File: src/rtl/cu_pos_pkg.sv
package cu_pos_pkg;
    localparam int COORD_W   = 6;
    localparam int BLK_COUNT = 4;
    localparam int BLK_W     = $clog2(BLK_COUNT);
    localparam int BLK_SPAN  = 16;
    localparam int SPAN_SH   = $clog2(BLK_SPAN);
    localparam int REP_OFS   = 12;

    typedef enum logic [1:0] {
        CU_16  = 2'd0,
        CU_32  = 2'd1,
        CU_64  = 2'd2,
        CU_64B = 2'd3
    } cu_size_t;

    typedef enum logic {
        REP_NEAR = 1'b0,
        REP_FAR  = 1'b1
    } rep_state_t;
endpackage

File: src/rtl/cu_rep_toggle.sv
module cu_rep_toggle
    import cu_pos_pkg::*;
(
    input  logic clk,
    input  logic rst,
    input  logic step,
    output logic far_sel
);
    rep_state_t state_q, state_d;

    // state register
    always_ff @(posedge clk or posedge rst) begin
        if (rst) state_q <= REP_NEAR;
        else     state_q <= state_d;
    end

    // next state and output
    always_comb begin
        state_d = state_q;
        far_sel = 1'b0;
        unique case (state_q)
            REP_NEAR: begin
                far_sel = 1'b0;
                if (step) state_d = REP_FAR;
            end
            REP_FAR: begin
                far_sel = 1'b1;
                if (step) state_d = REP_NEAR;
            end
        endcase
    end
endmodule

File: src/rtl/cu_blk_counter.sv
module cu_blk_counter
    import cu_pos_pkg::*;
#(
    parameter int COUNT = BLK_COUNT,
    parameter int W     = BLK_W
) (
    input  logic         clk,
    input  logic         rst,
    input  logic         step,
    input  logic         clr,
    output logic [W-1:0] idx
);
    localparam logic [W-1:0] IDX_MAX = W'(COUNT - 1);

    always_ff @(posedge clk or posedge rst) begin
        if (rst)            idx <= '0;
        else if (clr)       idx <= '0;
        else if (step) begin
            if (idx == IDX_MAX) idx <= '0;
            else                idx <= idx + W'(1);
        end
    end
endmodule

File: src/rtl/cu_last_decode.sv
module cu_last_decode
    import cu_pos_pkg::*;
#(
    parameter int W = BLK_W
) (
    input  cu_size_t     size_sel,
    input  logic [W-1:0] idx,
    output logic         last
);
    logic [W-1:0] idx_lim;

    always_comb begin
        unique case (size_sel)
            CU_16:   idx_lim = W'(0);
            CU_32:   idx_lim = W'(1);
            CU_64,
            CU_64B:  idx_lim = W'(BLK_COUNT - 1);
        endcase
        last = (idx == idx_lim);
    end
endmodule

File: src/rtl/cu_pos_axis.sv
module cu_pos_axis
    import cu_pos_pkg::*;
(
    input  logic               clk,
    input  logic               rst,
    input  cu_size_t           size_sel,
    input  logic               rep_step,
    input  logic               blk_step,
    input  logic               blk_clr,
    output logic [COORD_W-1:0] pos,
    output logic               last
);
    logic             far_sel;
    logic [BLK_W-1:0] idx;

    cu_rep_toggle u_rep (
        .clk     (clk),
        .rst     (rst),
        .step    (rep_step),
        .far_sel (far_sel)
    );

    cu_blk_counter #(.COUNT(BLK_COUNT), .W(BLK_W)) u_blk (
        .clk  (clk),
        .rst  (rst),
        .step (blk_step),
        .clr  (blk_clr),
        .idx  (idx)
    );

    cu_last_decode #(.W(BLK_W)) u_last (
        .size_sel (size_sel),
        .idx      (idx),
        .last     (last)
    );

    always_comb begin
        pos = COORD_W'(idx) << SPAN_SH;
        if (far_sel) pos = pos + COORD_W'(REP_OFS);
    end
endmodule

File: src/rtl/cu_pos_gen.sv
module cu_pos_gen
    import cu_pos_pkg::*;
(
    input  logic               clk,
    input  logic               rst,
    input  logic [1:0]         size_sel,
    input  logic               rep_step_x,
    input  logic               rep_step_y,
    input  logic               blk_step_x,
    input  logic               blk_step_y,
    input  logic               blk_clr_x,
    input  logic               blk_clr_y,
    output logic [COORD_W-1:0] pos_x,
    output logic [COORD_W-1:0] pos_y,
    output logic               last_x,
    output logic               last_y
);
    localparam int AXES = 2;

    cu_size_t           size_e;
    logic               rep_step [AXES];
    logic               blk_step [AXES];
    logic               blk_clr  [AXES];
    logic [COORD_W-1:0] pos      [AXES];
    logic               last     [AXES];

    assign size_e      = cu_size_t'(size_sel);
    assign rep_step[0] = rep_step_x;
    assign rep_step[1] = rep_step_y;
    assign blk_step[0] = blk_step_x;
    assign blk_step[1] = blk_step_y;
    assign blk_clr[0]  = blk_clr_x;
    assign blk_clr[1]  = blk_clr_y;

    for (genvar a = 0; a < AXES; a++) begin : g_axis
        cu_pos_axis u_axis (
            .clk      (clk),
            .rst      (rst),
            .size_sel (size_e),
            .rep_step (rep_step[a]),
            .blk_step (blk_step[a]),
            .blk_clr  (blk_clr[a]),
            .pos      (pos[a]),
            .last     (last[a])
        );
    end

    assign pos_x  = pos[0];
    assign pos_y  = pos[1];
    assign last_x = last[0];
    assign last_y = last[1];
endmodule

File: config.mk
export PLATFORM = sky130hd
export DESIGN_NAME = cu_pos_gen
export DESIGN_NICKNAME = d
export VERILOG_FILES = /design/src/rtl/cu_pos_pkg.sv /design/src/rtl/cu_rep_toggle.sv /design/src/rtl/cu_blk_counter.sv /design/src/rtl/cu_last_decode.sv /design/src/rtl/cu_pos_axis.sv /design/src/rtl/cu_pos_gen.sv
export SDC_FILE = /design/constraint.sdc
export NUM_CORES = 1
export LEC_CHECK = 0
export ABC_CLOCK_PERIOD_IN_PS = 1300
export BUFFER_PORTS_ARGS = -buffer_cell sky130_fd_sc_hd__clkbuf_2
export CELL_PAD_IN_SITES_DETAIL_PLACEMENT = 1
export CELL_PAD_IN_SITES_GLOBAL_PLACEMENT = 1
export CORE_MARGIN = 2
export CORE_UTILIZATION = 27
export CTS_CLUSTER_SIZE = 20
export DETAILED_ROUTE_END_ITERATION = 12
export GPL_ROUTABILITY_DRIVEN = 0
export PLACE_DENSITY_LB_ADDON = 0.12
export SLEW_MARGIN = 20
export SYNTH_ARGS = -nofsm -noshare
export SYNTH_HDL_FRONTEND = slang
export SYNTH_SLANG_ARGS = --single-unit
File: constraint.sdc
create_clock -name clk -period 1.3 [get_ports clk]
set_input_delay 0.13 -clock clk [delete_from_list [all_inputs] [get_ports clk]]
set_output_delay 0.13 -clock clk [all_outputs]
set_load 0.05 [all_outputs]
==> results of run 1 <==
[kinds of logic after synthesis]
kind of cell	Yosys count	synth area share, %
compound gates	5	10.7
buf+inv	9	17.5
xor+xnor	5	12.0
mux	1	2.75
other cells	1	1.03
fa+ha+maj	1	3.44
simple gates	7	11.3
flops	6	41.2
[registers in the layout, summed over array words and instances (netlist names)]
register / count
g_axis.u_axis.u_blk.idx: 4
g_axis.u_axis.u_rep.state_q: 2
[final timing paths]
check / start / endpoint / cells after the start / slack (ps)
min in group asynchronous: rst / g_axis[0].u_axis.u_rep.state_q / 3 / 330
hold / removal: blk_clr_y / g_axis[1].u_axis.u_blk.idx[0] / 2 / 50
hold reg to reg: g_axis[1].u_axis.u_rep.state_q / g_axis[1].u_axis.u_rep.state_q / 1 / 490
setup / recovery: g_axis[1].u_axis.u_blk.idx[0] / last_y / 3 / -20
max in group asynchronous: rst / g_axis[0].u_axis.u_blk.idx[0] / 3 / 750
setup reg to reg: g_axis[1].u_axis.u_blk.idx[0] / g_axis[1].u_axis.u_blk.idx[0] / 4 / -10
[power groups by stage]
| stage | Combinational, mW | Clock (mW) | Sequential (mW) |
|---|---|---|---|
| final | 0.528 | 0.188 | 0.273 |
| after global routing | 0.553 | 0.212 | 0.283 |
| after CTS | 0.524 | 0.199 | 0.274 |
| after detailed placement | 0.500 | 0 | 0.274 |
| after global placement | 0.499 | 0 | 0.272 |
| after floorplan | 0.456 | 0 | 0.308 |
[cell type report]
class / instances / area share, %
inverter: 1 / 0.677
sequential: 6 / 27.8
tap: 15 / 3.39
clock buffer: 4 / 4.74
multi-input combinational: 23 / 38.1
timing repair buffer: 22 / 25.3
[layout by cell type, fill, tap and decap left out]
master                           n
sky130_fd_sc_hd__or2b_1          1
sky130_fd_sc_hd__conb_1          4
sky130_fd_sc_hd__dfrtp_2         3
sky130_fd_sc_hd__nand3b_1        1
sky130_fd_sc_hd__dfrtp_1         3
sky130_fd_sc_hd__xor2_2          2
sky130_fd_sc_hd__clkbuf_2       17
sky130_fd_sc_hd__xor2_1          2
sky130_fd_sc_hd__nand3_2         1
sky130_fd_sc_hd__o31ai_4         2
sky130_fd_sc_hd__buf_8           2
sky130_fd_sc_hd__nand3_1         1
sky130_fd_sc_hd__dlygate4sd3_1   1
sky130_fd_sc_hd__xnor2_1         1
sky130_fd_sc_hd__buf_4           2
sky130_fd_sc_hd__clkbuf_1        1
sky130_fd_sc_hd__mux2i_1         1
sky130_fd_sc_hd__a21bo_2         1
sky130_fd_sc_hd__clkbuf_4        3
sky130_fd_sc_hd__or3b_4          1
sky130_fd_sc_hd__a21oi_2         1
sky130_fd_sc_hd__nor2_1          2
sky130_fd_sc_hd__ha_1            1
sky130_fd_sc_hd__inv_1           1
sky130_fd_sc_hd__a21oi_1         1
[through the flow]
step | setup slack (ps) | util, % | cells | setup TNS (ps) | hold slack, ps
after floorplan | -75.7 | - | 38 | -142 | -79.2
after global placement | 110 | 36.4 | 65 | 0 | 32.9
after detailed placement | 94.1 | 36.4 | 65 | 0 | 45.3
after CTS | -50.6 | 42.4 | 71 | -126 | 40.6
after global routing | -84.3 | 43.1 | 71 | -213 | 38.3
final | -20.3 | 43.1 | 71 | -43.4 | 48.2
[worst max-delay path, delay by kind of cell (launching register included)]
kind,cells,cell delay [ps]
XOR/XNOR,1,160
buffers and inverters,1,180
AO/OA/AOI/OAI,1,190
flip-flops,1,420
[per-layer routing]
layer	up-vias	track usage (%)	share of wire, %
li1	143	-	-
met1	140	11.6	40
met2	18	21.8	52
met3	0	3.26	8.7
met4	0	7.50	0
met5	-	0	0
[what timing repair did]
item	4_1_cts	5_1_grt
endpoints found under the setup margin	2	3
buffers inserted	1	0
gates resized for setup	6	4
endpoints found under the hold margin	6	0
hold buffers	1	0
pin swaps	2	0
==> reports/summary.txt, run 1 <==
================================================================================
Outcome ........................................................... finished, violations left
Failing checks .................................................... setup timing
CTS root buf ...................................................... sky130_fd_sc_hd__clkbuf_4
Clock transition at the registers of the reported paths ...........        50 ps
Maximum fanout encountered on the critical timing path ............            2
Number of endpoints with negative hold slack in the final report ..            0
Endpoint kind of the worst setup timing path ......................   output pin
Core Area .........................................................   1280 sq um
Post-synthesis to final-layout area growth ........................        52.2%
Count of pins on the block boundary ...............................           24
Number of different library cells in the post-synthesis netlist ...           17
Top cell types by occurrence after synthesis ...................... sky130_fd_sc_hd__buf_4 (8), sky130_fd_sc_hd__dfrtp_1 (6), sky130_fd_sc_hd__xor2_1 (4)
Clock tree from TritonCTS .........................................          yes
Switching power share of the total ................................        51.7%
Most frequent cell after synthesis ................................ sky130_fd_sc_hd__buf_4
Vias after detailed routing .......................................          301
Number of nets in the layout ......................................           68
Count of antenna-violating nets left after detailed routing .......            0
Minimum setup slack in the final design ...........................     -20.3 ps
CTS HTree Levels ..................................................            1
Critical Path Start Type ..........................................    flip-flop
Total length of routed wires ......................................  739 microns
Total Power Consumption ...........................................     0.989 mW
Number of maximum-capacitance constraint violations ...............            0
Fraction of the cycle the final worst path needs ..................         102%
Share of power burned in combinational logic ......................        53.4%
Area occupied by multi-input gates ................................    211 sq um
Critical Path Max Stage Delay .....................................       420 ps
Maximum number of pins on one net before global-route repair ......            7
Cell type of the slowest stage on the worst timing path ........... sky130_fd_sc_hd__dfrtp_2
Worst Setup Path Type ............................................. flip-flop to output pin
Mapped cell area ..................................................    364 sq um
Maximum clock frequency ...........................................      757 MHz
Initial core utilization ..........................................        28.3%
Die area ..........................................................   1660 sq um
Worst supply voltage drop on vdd ..................................     0.891 mV
Total global routing track utilization ............................        11.9%
Number of filler instances in the final layout ....................          159
Min Tclk post-route ...............................................      1320 ps
Internal ..........................................................     0.478 mW
Number of antenna violations at the first check in global routing .            0
Post-detailed-placement cell area .................................    468 sq um
Diodes inserted ...................................................            0
Sequential power share ............................................        27.6%
Clock network fraction of total power .............................        19.0%
Sequential element share of the synthesized area ..................        41.2%
Vertical die dimension ............................................ 40.7 microns
Vias/cell .........................................................         4.24
# setup viols final ...............................................            3
Drt first pass iters ..............................................            2
DRC marker count from the first detailed-route iteration ..........            2
Pleak .............................................................     0.276 nW
Worst Clk Skew ....................................................    0.0931 ps
Worst min-delay path class ........................................ input port to flip-flop
# clock sinks .....................................................            6
Number of enable-type register cells in the synthesized netlist ...            0
Sw power ..........................................................     0.511 mW
Num CTS Buffers ...................................................            3
RSZ-0062 raised after global routing ..............................          yes
Main area contributors after synthesis ............................ sky130_fd_sc_hd__dfrtp_1 (41%), sky130_fd_sc_hd__buf_4 (16%), sky130_fd_sc_hd__xor2_1 (9.6%)
Cell count after synthesis ........................................           35
Post-synthesis async set-or-reset flop share ......................         100%
Post-synth top area share .........................................        41.2%
Final Max Slew Viols ..............................................            0
Data arrival time of the critical path ............................      1190 ps
Area used by sequential logic in the layout .......................    154 sq um
Ratio of cells with drive above 1 in the final layout .............        62.5%
Skew-Pair Late Insertion Delay ....................................       240 ps
Most common flop cell mapped by yosys ............................. sky130_fd_sc_hd__dfrtp_1
Syn_area_per_cell .................................................   10.4 sq um
DRC violation count after routing .................................            0
Crit path cell chain .............................................. xor2_2 > o31ai_4 > buf_8
Cell area after layout ............................................    554 sq um
Dominant cell type by area after synthesis ........................ sky130_fd_sc_hd__dfrtp_1
Gr ovfl total .....................................................            0
Number of global-route vias before repair .........................          317
Global-route wire length before repair ............................ 1240 microns
Crit path required time ...........................................      1170 ps
Number of warnings reported in the yosys synthesis log ............            0
Half-perimeter wire length of the detailed placement result .......  573 microns
Detail-routed net length per standard cell ........................ 10.4 microns
Standard-cell rows ................................................           13
Horizontal extent of the die ...................................... 40.7 microns
Maximum buffer depth of the clock tree ............................            2
Power density of the placed cells ................................. 1780 nW/um^2
Input/output buffers ..............................................           19
Total of flip-flops plus latches after synthesis ..................            6
================================================================================
Note: power is estimated with default switching activity, not from simulation.
==> inputs of run 2 (changes only) <==
- HOLD_SLACK_MARGIN: unset -> 0.06
==> run 2 against run 1 <==
Effect of this change:
- the run still ends with setup timing left
- critical endpoint unchanged
- register-to-register slack barely moved
- critical path depth unchanged
- critical path type unchanged
- wire length rose by 0.81%
- maximum frequency decreased by 0.21%
- clock skew about the same
- global-route usage rose by 0.11 points
==> reports/summary.txt, run 2 (synthesis results as in run 1) <==
================================================================================
Maximum buffer depth of the clock tree ............................            2
Critical Path Max Stage Delay .....................................       420 ps
Skew-Pair Late Insertion Delay ....................................       250 ps
Worst min-delay path class ........................................ input port to flip-flop
Wire length the detailed router placed on met1 ....................  288 microns
Crit path cell chain .............................................. xor2_2 > o31ai_4 > buf_8
Worst hold path startpoint ........................................   rep_step_y
Count of antenna-violating nets left after detailed routing .......            0
Number of nets in the layout ......................................           71
Terminating pin of the worst hold path ............................ g_axis[1].u_axis.u_rep.state_q
Gr ovfl total .....................................................            0
R2r worst-path depth ..............................................            4
Ratio of cells with drive above 1 in the final layout .............        59.3%
Met3 routed WL ....................................................   62 microns
Number of antenna violations at the first check in global routing .            0
# clock sinks .....................................................            6
Initial core utilization ..........................................        28.3%
Number of flip-flops in the largest register ......................            4
Vias after detailed routing .......................................          308
Final non-filler cell total .......................................           74
Topmost layer with routed signal wires ............................         met3
Count of pins on the block boundary ...............................           24
Num CTS Buffers ...................................................            3
# setup viols final ...............................................            3
Power density of the placed cells ................................. 1710 nW/um^2
Worst Clk Skew ....................................................    0.0990 ps
Sequential power share ............................................        27.4%
Number of maximum-capacitance constraint violations ...............            0
Final Max Slew Viols ..............................................            0
Most used cells in the layout excluding fill and tap cells ........ sky130_fd_sc_hd__clkbuf_2 (17), sky130_fd_sc_hd__conb_1 (4), sky130_fd_sc_hd__dlygate4sd3_1 (4)
Critical Path Start Type ..........................................    flip-flop
DRC violation count after routing .................................            0
Vias/cell .........................................................         4.16
Largest registers ................................................. g_axis.u_axis.u_blk.idx: 4 flops, g_axis.u_axis.u_rep.state_q: 2 flops
Min Tclk post-route ...............................................      1320 ps
Die area ..........................................................   1660 sq um
Cell depth of the worst min-delay path ............................            2
Worst supply voltage drop on vdd ..................................      1.13 mV
Worst setup path startpoint ....................................... g_axis[1].u_axis.u_blk.idx[0]
Failing checks .................................................... setup timing
Drt first pass iters ..............................................            2
Minimum setup slack among reg-to-reg paths ........................       -10 ps
Minimum setup slack in the final design ...........................     -23.1 ps
Worst Setup Path Type ............................................. flip-flop to output pin
Post-synthesis to final-layout area growth ........................        60.5%
Core Area .........................................................   1280 sq um
Vertical die dimension ............................................ 40.7 microns
Standard-cell rows ................................................           13
Input/output buffers ..............................................           19
Total length of routed wires ......................................  745 microns
Clock network fraction of total power .............................        19.0%
Data arrival time of the critical path ............................      1190 ps
Sw power ..........................................................     0.516 mW
Number of global-route vias before repair .........................          320
Crit path required time ...........................................      1170 ps
RSZ-0062 raised after global routing ..............................          yes
CTS HTree Levels ..................................................            1
Fraction of the cycle the final worst path needs ..................         102%
Buffer and inverter count on the worst path .......................            1
Switching power share of the total ................................        51.6%
Maximum clock frequency ...........................................      756 MHz
Total global routing track utilization ............................        12.0%
CTS root buf ...................................................... sky130_fd_sc_hd__clkbuf_4
Most common cell after layout, fill and taps aside ................ sky130_fd_sc_hd__clkbuf_2
Clock transition at the registers of the reported paths ...........        50 ps
Met2 layer wire length in the routed design .......................  394 microns
Diodes inserted ...................................................            0
Endpoint kind of the worst setup timing path ......................   output pin
Internal ..........................................................     0.484 mW
Global-route wire length before repair ............................ 1260 microns
Outcome ........................................................... finished, violations left
Number of endpoints with negative hold slack in the final report ..            0
Horizontal extent of the die ...................................... 40.7 microns
Register with the most flip-flops ................................. g_axis.u_axis.u_blk.idx
Utilization after layout ..........................................        45.5%
Number of cells after detailed placement ..........................           65
Maximum number of pins on one net before global-route repair ......            7
Setup total negative slack ........................................     -46.7 ps
Top cell family by delay on the critical path .....................   flip-flops
Cell type of the slowest stage on the worst timing path ........... sky130_fd_sc_hd__dfrtp_2
Critical register-to-register path endpoint ....................... g_axis[1].u_axis.u_blk.idx[0]
Maximum fanout encountered on the critical timing path ............            2
Beginning of the worst register-to-register path .................. g_axis[1].u_axis.u_blk.idx[0]
Pleak .............................................................     0.288 nW
Detail-routed net length per standard cell ........................ 10.1 microns
Share of power burned in combinational logic ......................        53.6%
DRC marker count from the first detailed-route iteration ..........            2
Half-perimeter wire length of the detailed placement result .......  573 microns
Total Power Consumption ...........................................      1.00 mW
Clock tree from TritonCTS .........................................          yes
================================================================================
## run 2: power by group through the flow
stage | Combinational [mW] | Sequential, mW | Clock [mW]
final | 0.536 | 0.274 | 0.190
after global routing | 0.560 | 0.283 | 0.212
after CTS | 0.531 | 0.274 | 0.199
after floorplan | 0.456 | 0.308 | 0
after global placement | 0.499 | 0.272 | 0
after detailed placement | 0.500 | 0.274 | 0
## run 2: layout make-up
| cell class | count | area [sq um] |
|---|---|---|
| well taps | 15 | 18.8 |
| clock buffers | 4 | 26.3 |
| multi-input cells | 23 | 211 |
| repair buffers | 25 | 170 |
| flip-flops and latches | 6 | 154 |
| inverters | 1 | 3.75 |
| fillers | 155 | 701 |
## run 2: per-stage QoR
stage	setup slack [ps]	hold WS [ps]	cell area, sq um
after floorplan	-75.7	-79.2	407
after global placement	110	32.9	468
after detailed placement	94.1	45.3	468
after CTS	-50.6	60.5	574
after global routing	-84.3	77.5	584
final	-23.1	65.7	584
## run 2: worst max path at each step
| stage | end | cells past startpoint |
|---|---|---|
| finish | last_y | 3 |
| global placement | last_y | 3 |
| detailed placement | last_y | 3 |
| CTS | last_y | 3 |
| floorplan | last_x | 2 |
| global route | last_y | 3 |
## run 2: layer usage
layer,up-vias,global-route usage [%]
li1,149,-
met1,141,12.0
met2,18,21.8
met3,0,3.26
met4,0,7.50
met5,-,0
## run 2: timing repair
action	in CTS	in global routing
gates resized for setup	6	4
pin swaps	2	0
hold buffers	4	0
endpoints found under the setup margin	2	3
hold endpoints to repair	11	0
setup buffers	1	0
==> inputs of run 3 (changes only) <==
- SKIP_CTS_REPAIR_TIMING: unset -> 1
==> run 3 against run 2 <==
Effect of this change:
- the flow still finishes with violations (setup timing)
- core utilization shrank 3.7 points
- critical path depth is the same
- sequential share of layout area grew 2.3 points
- wire length shrank 3.1%
- maximum frequency shrank 0.69%
- clock skew is essentially flat
- clock-buffer cell count is the same
- register-to-register slack is essentially flat
- worst hold slack lost 5.5 ps
- final cell count shrank 2.7%
- setup slack lost 9.2 ps
==> reports/summary.txt, run 3 (synthesis results as in run 1) <==
================================================================================
Total Power Consumption ...........................................     0.977 mW
Terminating pin of the worst hold path ............................ g_axis[0].u_axis.u_rep.state_q
Register with the most flip-flops ................................. g_axis.u_axis.u_blk.idx
Input/output buffers ..............................................           19
Topmost layer with routed signal wires ............................         met3
Skew-Pair Late Insertion Delay ....................................       240 ps
Horizontal extent of the die ...................................... 40.7 microns
Largest registers ................................................. g_axis.u_axis.u_blk.idx: 4 flops, g_axis.u_axis.u_rep.state_q: 2 flops
Ratio of cells with drive above 1 in the final layout .............        56.1%
Diodes inserted ...................................................            0
Minimum setup slack among reg-to-reg paths ........................         0 ps
Maximum fanout encountered on the critical timing path ............            3
Power density of the placed cells ................................. 1820 nW/um^2
Number of nets in the layout ......................................           69
Maximum buffer depth of the clock tree ............................            2
R2r worst-path depth ..............................................            4
Number of filler instances in the final layout ....................          161
Most common cell after layout, fill and taps aside ................ sky130_fd_sc_hd__clkbuf_2
DRC violation count after routing .................................            0
Critical register-to-register path endpoint ....................... g_axis[1].u_axis.u_blk.idx[0]
Worst hold path startpoint ........................................   rep_step_x
Met3 routed WL ....................................................   66 microns
Data arrival time of the critical path ............................      1200 ps
Number of endpoints with negative hold slack in the final report ..            0
Wire length the detailed router placed on met1 ....................  273 microns
Worst min-delay path class ........................................ input port to flip-flop
Setup total negative slack ........................................     -49.4 ps
Count of pins on the block boundary ...............................           24
Worst supply voltage drop on vdd ..................................     0.907 mV
Worst Setup Path Type ............................................. flip-flop to output pin
Final Max Slew Viols ..............................................            0
Number of flip-flops in the largest register ......................            4
Die area ..........................................................   1660 sq um
Met2 layer wire length in the routed design .......................  382 microns
Half-perimeter wire length of the detailed placement result .......  573 microns
# setup viols final ...............................................            2
Initial core utilization ..........................................        28.3%
Total length of routed wires ......................................  722 microns
Count of antenna-violating nets left after detailed routing .......            0
Maximum number of pins on one net before global-route repair ......            7
RSZ-0062 raised after global routing ..............................          yes
Clock tree from TritonCTS .........................................          yes
Drt first pass iters ..............................................            1
Min Tclk post-route ...............................................      1330 ps
Standard-cell rows ................................................           13
Pleak .............................................................     0.276 nW
Failing checks .................................................... setup timing
Number of antenna violations at the first check in global routing .            0
Most used cells in the layout excluding fill and tap cells ........ sky130_fd_sc_hd__clkbuf_2 (17), sky130_fd_sc_hd__xor2_1 (4), sky130_fd_sc_hd__conb_1 (4)
DRC marker count from the first detailed-route iteration ..........            0
Fraction of the cycle the final worst path needs ..................         102%
Post-synthesis to final-layout area growth ........................        47.4%
Utilization after layout ..........................................        41.8%
Detail-routed net length per standard cell ........................ 10.0 microns
Vias/cell .........................................................         4.32
# clock sinks .....................................................            6
Endpoint kind of the worst setup timing path ......................   output pin
Cell area after layout ............................................    537 sq um
Gr ovfl total .....................................................            0
Vias after detailed routing .......................................          311
Vertical die dimension ............................................ 40.7 microns
Beginning of the worst register-to-register path .................. g_axis[1].u_axis.u_blk.idx[0]
Minimum setup slack in the final design ...........................     -32.3 ps
Outcome ........................................................... finished, violations left
Cell depth of the worst min-delay path ............................            2
Number of global-route vias before repair .........................          298
Post-detailed-placement cell area .................................    468 sq um
Global-route wire length before repair ............................ 1150 microns
Critical Path Start Type ..........................................    flip-flop
Number of maximum-capacitance constraint violations ...............            0
Core Area .........................................................   1280 sq um
Worst Clk Skew ....................................................    0.0935 ps
Clock transition at the registers of the reported paths ...........        50 ps
Crit path required time ...........................................      1170 ps
Maximum clock frequency ...........................................      751 MHz
CTS HTree Levels ..................................................            1
Tightest hold margin ..............................................      60.2 ps
CTS root buf ...................................................... sky130_fd_sc_hd__clkbuf_4
Num CTS Buffers ...................................................            3
Total global routing track utilization ............................        11.1%
================================================================================
run 3: changes by cell type in the layout (fill, tap and decap cells not counted):
cell / change
sky130_fd_sc_hd__dlygate4sd3_1: -2
sky130_fd_sc_hd__buf_8: -2
sky130_fd_sc_hd__buf_6: +2
sky130_fd_sc_hd__xor2_1: +2
sky130_fd_sc_hd__nand3_2: -1
sky130_fd_sc_hd__nand3_1: +1
sky130_fd_sc_hd__xor2_2: -2
run 3: layout make-up:
class / count / area (sq um) / area share, %
Clock buffer: 4 / 26.3 / 4.90
Inverter: 1 / 3.75 / 0.699
Multi-Input combinational cell: 23 / 191 / 35.7
Sequential cell: 6 / 154 / 28.7
Tap cell: 15 / 18.8 / 3.50
Timing Repair Buffer: 23 / 143 / 26.6
run 3: worst max path at each step:
| stage | end | from | slack, ps | cells after the start |
|---|---|---|---|---|
| after global routing | last_y | g_axis[1].u_axis.u_blk.idx[0] | -100 | 3 |
| after floorplan | last_x | g_axis[0].u_axis.u_blk.idx[0] | -80 | 2 |
| after global placement | last_y | g_axis[1].u_axis.u_blk.idx[0] | 110 | 3 |
| after CTS | last_y | g_axis[1].u_axis.u_blk.idx[0] | -180 | 3 |
| after detailed placement | last_y | g_axis[1].u_axis.u_blk.idx[0] | 90 | 3 |
| final | last_y | g_axis[1].u_axis.u_blk.idx[0] | -30 | 3 |
run 3: critical path, stage by stage (launching register included):
cell,delay (ps)
sky130_fd_sc_hd__dfrtp_2,410
sky130_fd_sc_hd__xor2_1,180
sky130_fd_sc_hd__o31ai_4,180
sky130_fd_sc_hd__buf_6,180
run 3: power by group:
part	leakage [nW]	internal [mW]	switching, mW
Clock	0.0150	0.117	0.0716
Combinational	0.189	0.124	0.394
Sequential	0.0721	0.231	0.0403
Total	0.276	0.472	0.506
run 3: stage by stage:
step	cells	worst slack [ps]
CTS	69	-183
global route	72	-103
global placement	65	110
detailed placement	65	94.1
finish	72	-32.3
floorplan	38	-75.7
run 3: per-layer routing:
layer | up-vias | track usage [%]
met3 | 0 | 3.26
met5 | - | 0
li1 | 148 | -
met1 | 145 | 11.3
met4 | 0 | 7.50
met2 | 18 | 19.4
